==> src/rtl/can_irq_pkg.sv <==
// Package: status layout shared by the interrupt collector and its checker.
// Assumes a 12-bit status word; bit 11 is decoded by the host for the
// transmit-buffer completion cause, so its position is fixed.
package can_irq_pkg;
    localparam int ST_W     = 12;
    localparam int B_EWARN  = 0;
    localparam int B_ESTATE = 1;
    localparam int B_ALOST  = 2;
    localparam int B_OVRUN  = 3;
    localparam int B_BUSERR = 4;
    localparam int B_RSHIFT = 5;
    localparam int B_RXNE   = 6;
    localparam int B_TXDONE = 11;

    typedef logic [ST_W-1:0] irq_vec_t;

    // Bits that hold real causes; all others are reserved and read zero.
    localparam irq_vec_t IMPL_MASK = irq_vec_t'((1 << B_EWARN) | (1 << B_ESTATE) |
        (1 << B_ALOST) | (1 << B_OVRUN) | (1 << B_BUSERR) | (1 << B_RSHIFT) |
        (1 << B_RXNE) | (1 << B_TXDONE));
endpackage

==> src/rtl/can_irq_src_map.sv <==
// Module: maps raw interrupt causes onto the status bit layout.
// Assumes event inputs are single-cycle pulses and rx_empty is a level.
// Purely combinational.
module can_irq_src_map
    import can_irq_pkg::*;
#(
    parameter int NTXB = 4
) (
    input  logic            ev_err_warn,
    input  logic            ev_err_state,
    input  logic            ev_arb_lost,
    input  logic            ev_overrun,
    input  logic            ev_bus_err,
    input  logic            ev_rate_shift,
    input  logic            rx_empty,
    input  logic [NTXB-1:0] txb_done_req,
    output irq_vec_t        set_vec
);
    // Place each cause at its bit; the transmit requests collapse to one bit.
    always_comb begin
        set_vec           = '0;
        set_vec[B_EWARN]  = ev_err_warn;
        set_vec[B_ESTATE] = ev_err_state;
        set_vec[B_ALOST]  = ev_arb_lost;
        set_vec[B_OVRUN]  = ev_overrun;
        set_vec[B_BUSERR] = ev_bus_err;
        set_vec[B_RSHIFT] = ev_rate_shift;
        set_vec[B_RXNE]   = ~rx_empty;
        set_vec[B_TXDONE] = |txb_done_req;
    end
endmodule

==> src/rtl/can_irq_status.sv <==
// Module: sticky status bits with write-one-to-clear.
// Assumes set has priority over clear; bits outside IMPL read zero.
module can_irq_status #(
    parameter int              W    = 12,
    parameter logic [W-1:0]    IMPL = '1
) (
    input  logic         clk,
    input  logic         rst_n,
    input  logic [W-1:0] set_vec,
    input  logic         clr_we,
    input  logic [W-1:0] clr_mask,
    output logic [W-1:0] status
);
    for (genvar i = 0; i < W; i++) begin : g_bit
        if (IMPL[i]) begin : g_impl
            // Hold the bit until a clear; a same-cycle cause wins.
            always_ff @(posedge clk) begin
                if (!rst_n)
                    status[i] <= 1'b0;
                else if (set_vec[i])
                    status[i] <= 1'b1;
                else if (clr_we && clr_mask[i])
                    status[i] <= 1'b0;
            end
        end else begin : g_rsvd
            assign status[i] = 1'b0;
        end
    end
endmodule

==> src/rtl/can_irq_enable.sv <==
// Module: enable mask with separate write-one-to-set and write-one-to-clear.
// Assumes set wins when both strobes hit the same bit.
module can_irq_enable #(
    parameter int              W    = 12,
    parameter logic [W-1:0]    IMPL = '1
) (
    input  logic         clk,
    input  logic         rst_n,
    input  logic [W-1:0] wdata,
    input  logic         set_we,
    input  logic         clr_we,
    output logic [W-1:0] enable
);
    for (genvar i = 0; i < W; i++) begin : g_bit
        if (IMPL[i]) begin : g_impl
            // Update one enable bit from the set and clear strobes.
            always_ff @(posedge clk) begin
                if (!rst_n)
                    enable[i] <= 1'b0;
                else if (set_we && wdata[i])
                    enable[i] <= 1'b1;
                else if (clr_we && wdata[i])
                    enable[i] <= 1'b0;
            end
        end else begin : g_rsvd
            assign enable[i] = 1'b0;
        end
    end
endmodule

==> src/rtl/can_irq_collector.sv <==
// Top: CAN controller interrupt collector.
// Latches causes into sticky status, masks them with the enable register and
// drives a level interrupt. Assumes a synchronous active-low reset.
module can_irq_collector
    import can_irq_pkg::*;
#(
    parameter int NTXB = 4
) (
    input  logic            clk,
    input  logic            rst_n,
    input  logic            ev_err_warn,
    input  logic            ev_err_state,
    input  logic            ev_arb_lost,
    input  logic            ev_overrun,
    input  logic            ev_bus_err,
    input  logic            ev_rate_shift,
    input  logic            rx_empty,
    input  logic [NTXB-1:0] txb_done_req,
    input  logic [11:0]     wr_data,
    input  logic            clr_we,
    input  logic            ena_set_we,
    input  logic            ena_clr_we,
    output logic [11:0]     int_status,
    output logic [11:0]     int_enable,
    output logic            irq
);
    irq_vec_t set_vec;

    can_irq_src_map #(.NTXB(NTXB)) u_map (
        .ev_err_warn   (ev_err_warn),
        .ev_err_state  (ev_err_state),
        .ev_arb_lost   (ev_arb_lost),
        .ev_overrun    (ev_overrun),
        .ev_bus_err    (ev_bus_err),
        .ev_rate_shift (ev_rate_shift),
        .rx_empty      (rx_empty),
        .txb_done_req  (txb_done_req),
        .set_vec       (set_vec)
    );

    can_irq_status #(.W(ST_W), .IMPL(IMPL_MASK)) u_status (
        .clk      (clk),
        .rst_n    (rst_n),
        .set_vec  (set_vec),
        .clr_we   (clr_we),
        .clr_mask (wr_data),
        .status   (int_status)
    );

    can_irq_enable #(.W(ST_W), .IMPL(IMPL_MASK)) u_enable (
        .clk    (clk),
        .rst_n  (rst_n),
        .wdata  (wr_data),
        .set_we (ena_set_we),
        .clr_we (ena_clr_we),
        .enable (int_enable)
    );

    // Level output: high while any enabled cause is pending.
    assign irq = |(int_status & int_enable);
endmodule

==> config.mk <==
export PLATFORM = sky130hd
export DESIGN_NAME = can_irq_collector
export DESIGN_NICKNAME = d
export VERILOG_FILES = /design/src/rtl/can_irq_pkg.sv /design/src/rtl/can_irq_src_map.sv /design/src/rtl/can_irq_status.sv /design/src/rtl/can_irq_enable.sv /design/src/rtl/can_irq_collector.sv
export SDC_FILE = /design/constraint.sdc
export NUM_CORES = 1
export LEC_CHECK = 0
export ABC_AREA = 1
export CORE_ASPECT_RATIO = 1.5
export CORE_MARGIN = 10
export CORE_UTILIZATION = 36
export DETAILED_ROUTE_END_ITERATION = 16
export GPL_TIMING_DRIVEN = 0
export PLACE_DENSITY_LB_ADDON = 0.15
export SETUP_SLACK_MARGIN = 0.1
export SLEW_MARGIN = 10
export SYNTH_ARGS = -nofsm -noshare
export SYNTH_HDL_FRONTEND = slang
export SYNTH_HIERARCHICAL = 1
export SYNTH_SLANG_ARGS = --single-unit
==> constraint.sdc <==
create_clock -name clk -period 0.9 [get_ports clk]
set_input_delay 0.18 -clock clk [delete_from_list [all_inputs] [get_ports clk]]
set_output_delay 0.18 -clock clk [all_outputs]
set_load 0.1 [all_outputs]
==> impl_metrics.ini <==
[run_status]
run_status = finished, violations left
violations_in_the_final_reports = negative setup slack

[floorplanning]
initial_utilization_pct = 37.6
fp.dieW_um = 59.5
rows = 21
floorplan.io_pins = 53
die_area_um2 = 4710
die-height_um = 79.2
fp.coreArea_um2 = 2230

[power]
pwr-share-seq_pct = 34.1
power.internal_mw = 1.32
switching_power_mw = 0.988
leakage_nw = 0.770
share_of_power_burned_in_combinational_logic_pct = 49.4
pwr_density_cell_nw_per_um2 = 1420
clkPwrFrac_pct = 16.5
swShare_pct = 42.9
total_power_mw = 2.31
vdd_ir_drop_max_mv = 0.844

[clock_tree]
ctsHtreeMaxLevel = 1
hold_buf_count_cts = 0
clk_latency_ps = 280
cts.path.max_buffers = 2
path_clk_slew_ps = 90
clock_sinks = 16
clock_tree_from_tritoncts = yes
cts-root-buf = sky130_fd_sc_hd__clkbuf_4
cts_bufs_inserted = 3

[final_layout]
filler_cell_count = 181
area.growth.synth_to_final_pct = 92.9
final-instance-count-excl-fill = 202
final_nets = 208
multiInputGateArea_um2 = 429
diodes = 0
drive_above_1_share_pct = 46.9
sequential_cell_area_um2 = 380

[critical_path]
required_ps = 720
critical_path_cell_count = 5
kind_of_end_point_of_the_critical_path = output port
cp_top_family = flip-flops
cpMostUsedCell = sky130_fd_sc_hd__nand2_2
rr_worst_depth = 3
critPathArrivalTime_ps = 1150
timing.setup.critical_path_class = register to output port
critical_path.startpoint_type = register
worst_r2r_startpoint = u_enable/enable[0]$_SDFFE_PN0P_
cp_max_delay_cell = sky130_fd_sc_hd__dfxtp_4
worstPathMaxFanout = 3
cp_slowest_stage_delay_ps = 370
critical_path.startpoint = u_enable/enable[6]$_SDFFE_PN0P_
critical_path.cell_chain = nand2_2 -> nand2_2 -> nor2_4 -> nand3_4 -> buf_12
worst-path-buf-inv = 1

[sta]
worst_hold_slack_ps = 125
report.final.slew_viol_count = 0
grt_setup_unrepaired = true
finalHoldViolCount = 0
report.final.setup_viol = 17
finClkSkew_ps = 0
period_needed_ps = 1330
setup_tns_ps = -3170
timing.final.crit_share_pct = 148
post-route-worst-setup-slack_ps = -429
highest_clock_frequency_the_design_can_meet_mhz = 752

[detailed_routing]
drt_first_iter_violations = 16
route.antenna.remaining_nets = 0
detail_route.drc_violations = 0
route.final.wire_length_um = 2670
dr.pass1.iters = 3
via_count = 891
routed_wire_length_per_instance_um = 13.2
routed_via_density = 4.41

[yosys]
synth_area_um2 = 841
post_synth.cell_area_avg_um2 = 6.62
yosysWarningCount = 6
synth_cells = 127

[grt]
pin_count_of_the_biggest_net_entering_global_routing = 10
antenna_found_initial = 0
global_route.overflow_total = 0
vias_in_the_first_global_route = 947
groute.usage.overall_pct = 11.4
grt_pass1_wl_um = 4230

[placed_design]
port-buffer-count = 31
dp_worst_setup_slack_ps = -994
final_wtd_congestion = 0.703
hpwl_um = 1960
placed_cells = 187

[worst_hold_path]
holdCritStartpoint = ev_err_state
whs_path_depth = 3
hold_path.class = input port to register

[flow_run]
maxCapViolCount = 0
## power by group through the flow
stage	clock network [mW]	logic [mW]	registers, mW
after floorplan	0	0.373	1.13
after CTS	0.420	1.09	0.785
after global placement	0	0.916	0.790
after global routing	0.446	1.19	0.793
final	0.381	1.14	0.786
after detailed placement	0	0.921	0.792
## cell usage in the layout (no fill, tap or decap)
cell type                          n
sky130_fd_sc_hd__a21oi_1          13
sky130_fd_sc_hd__a21oi_2           3
sky130_fd_sc_hd__buf_12           16
sky130_fd_sc_hd__buf_4            20
sky130_fd_sc_hd__buf_6             8
sky130_fd_sc_hd__buf_8             1
sky130_fd_sc_hd__clkbuf_4          3
sky130_fd_sc_hd__clkdlybuf4s50_1  14
sky130_fd_sc_hd__clkinv_1          1
sky130_fd_sc_hd__conb_1            8
sky130_fd_sc_hd__dfxtp_4          16
sky130_fd_sc_hd__inv_1             9
sky130_fd_sc_hd__inv_2             2
sky130_fd_sc_hd__nand2_1          48
sky130_fd_sc_hd__nand2_2          11
sky130_fd_sc_hd__nand3_4           1
sky130_fd_sc_hd__nor2_1            2
sky130_fd_sc_hd__nor2_4            3
## path summary, 6_finish.rpt
kind	endpoint	slack [ps]
max	irq	-430
min	u_status/status[1]$_SDFFE_PN0P_	120
max reg2reg	u_enable/enable[0]$_SDFFE_PN0P_	190
min reg2reg	u_status/status[1]$_SDFFE_PN0P_	490
## routing by layer
layer / GRT usage [%] / share of wire, %
met2: 19.4 / 54
met5: 0 / 0
met3: 5.73 / 12
met4: 4.84 / 0.52
met1: 11.0 / 34
## worst register-to-register path: stages (launching register included)
cell and delay [ps]:
sky130_fd_sc_hd__dfxtp_4 360, sky130_fd_sc_hd__buf_4 140, sky130_fd_sc_hd__nand2_1 70, sky130_fd_sc_hd__a21oi_2 50
## registers in the layout, indices dropped and copies added (netlist names)
signal           count
u_status/status      8
u_enable/enable      8
## what timing repair did
item / 4_1_cts / 5_1_grt
setup buffers: 8 / 5
resized for setup: 158 / 18
pin swaps: 6 / 5
setup endpoints to repair: 17 / 27
## cell type report
| class | count | area share, % |
|---|---|---|
| Timing Repair Buffer | 42 | 35.8 |
| Multi-Input combinational cell | 89 | 26.5 |
| Sequential cell | 16 | 23.5 |
| Buffer | 17 | 8.33 |
| Inverter | 11 | 2.55 |
| Tap cell | 23 | 1.77 |
| Clock buffer | 3 | 1.39 |
| Clock inverter | 1 | 0.231 |
## through the flow
step	area (um2)	utilization [%]
after global placement	1280	57.4
final	1620	72.6
after detailed placement	1280	57.4
after global routing	1620	72.6
after CTS	1550	69.2
after floorplan	943	-
Power figures use the tool's default switching activity.
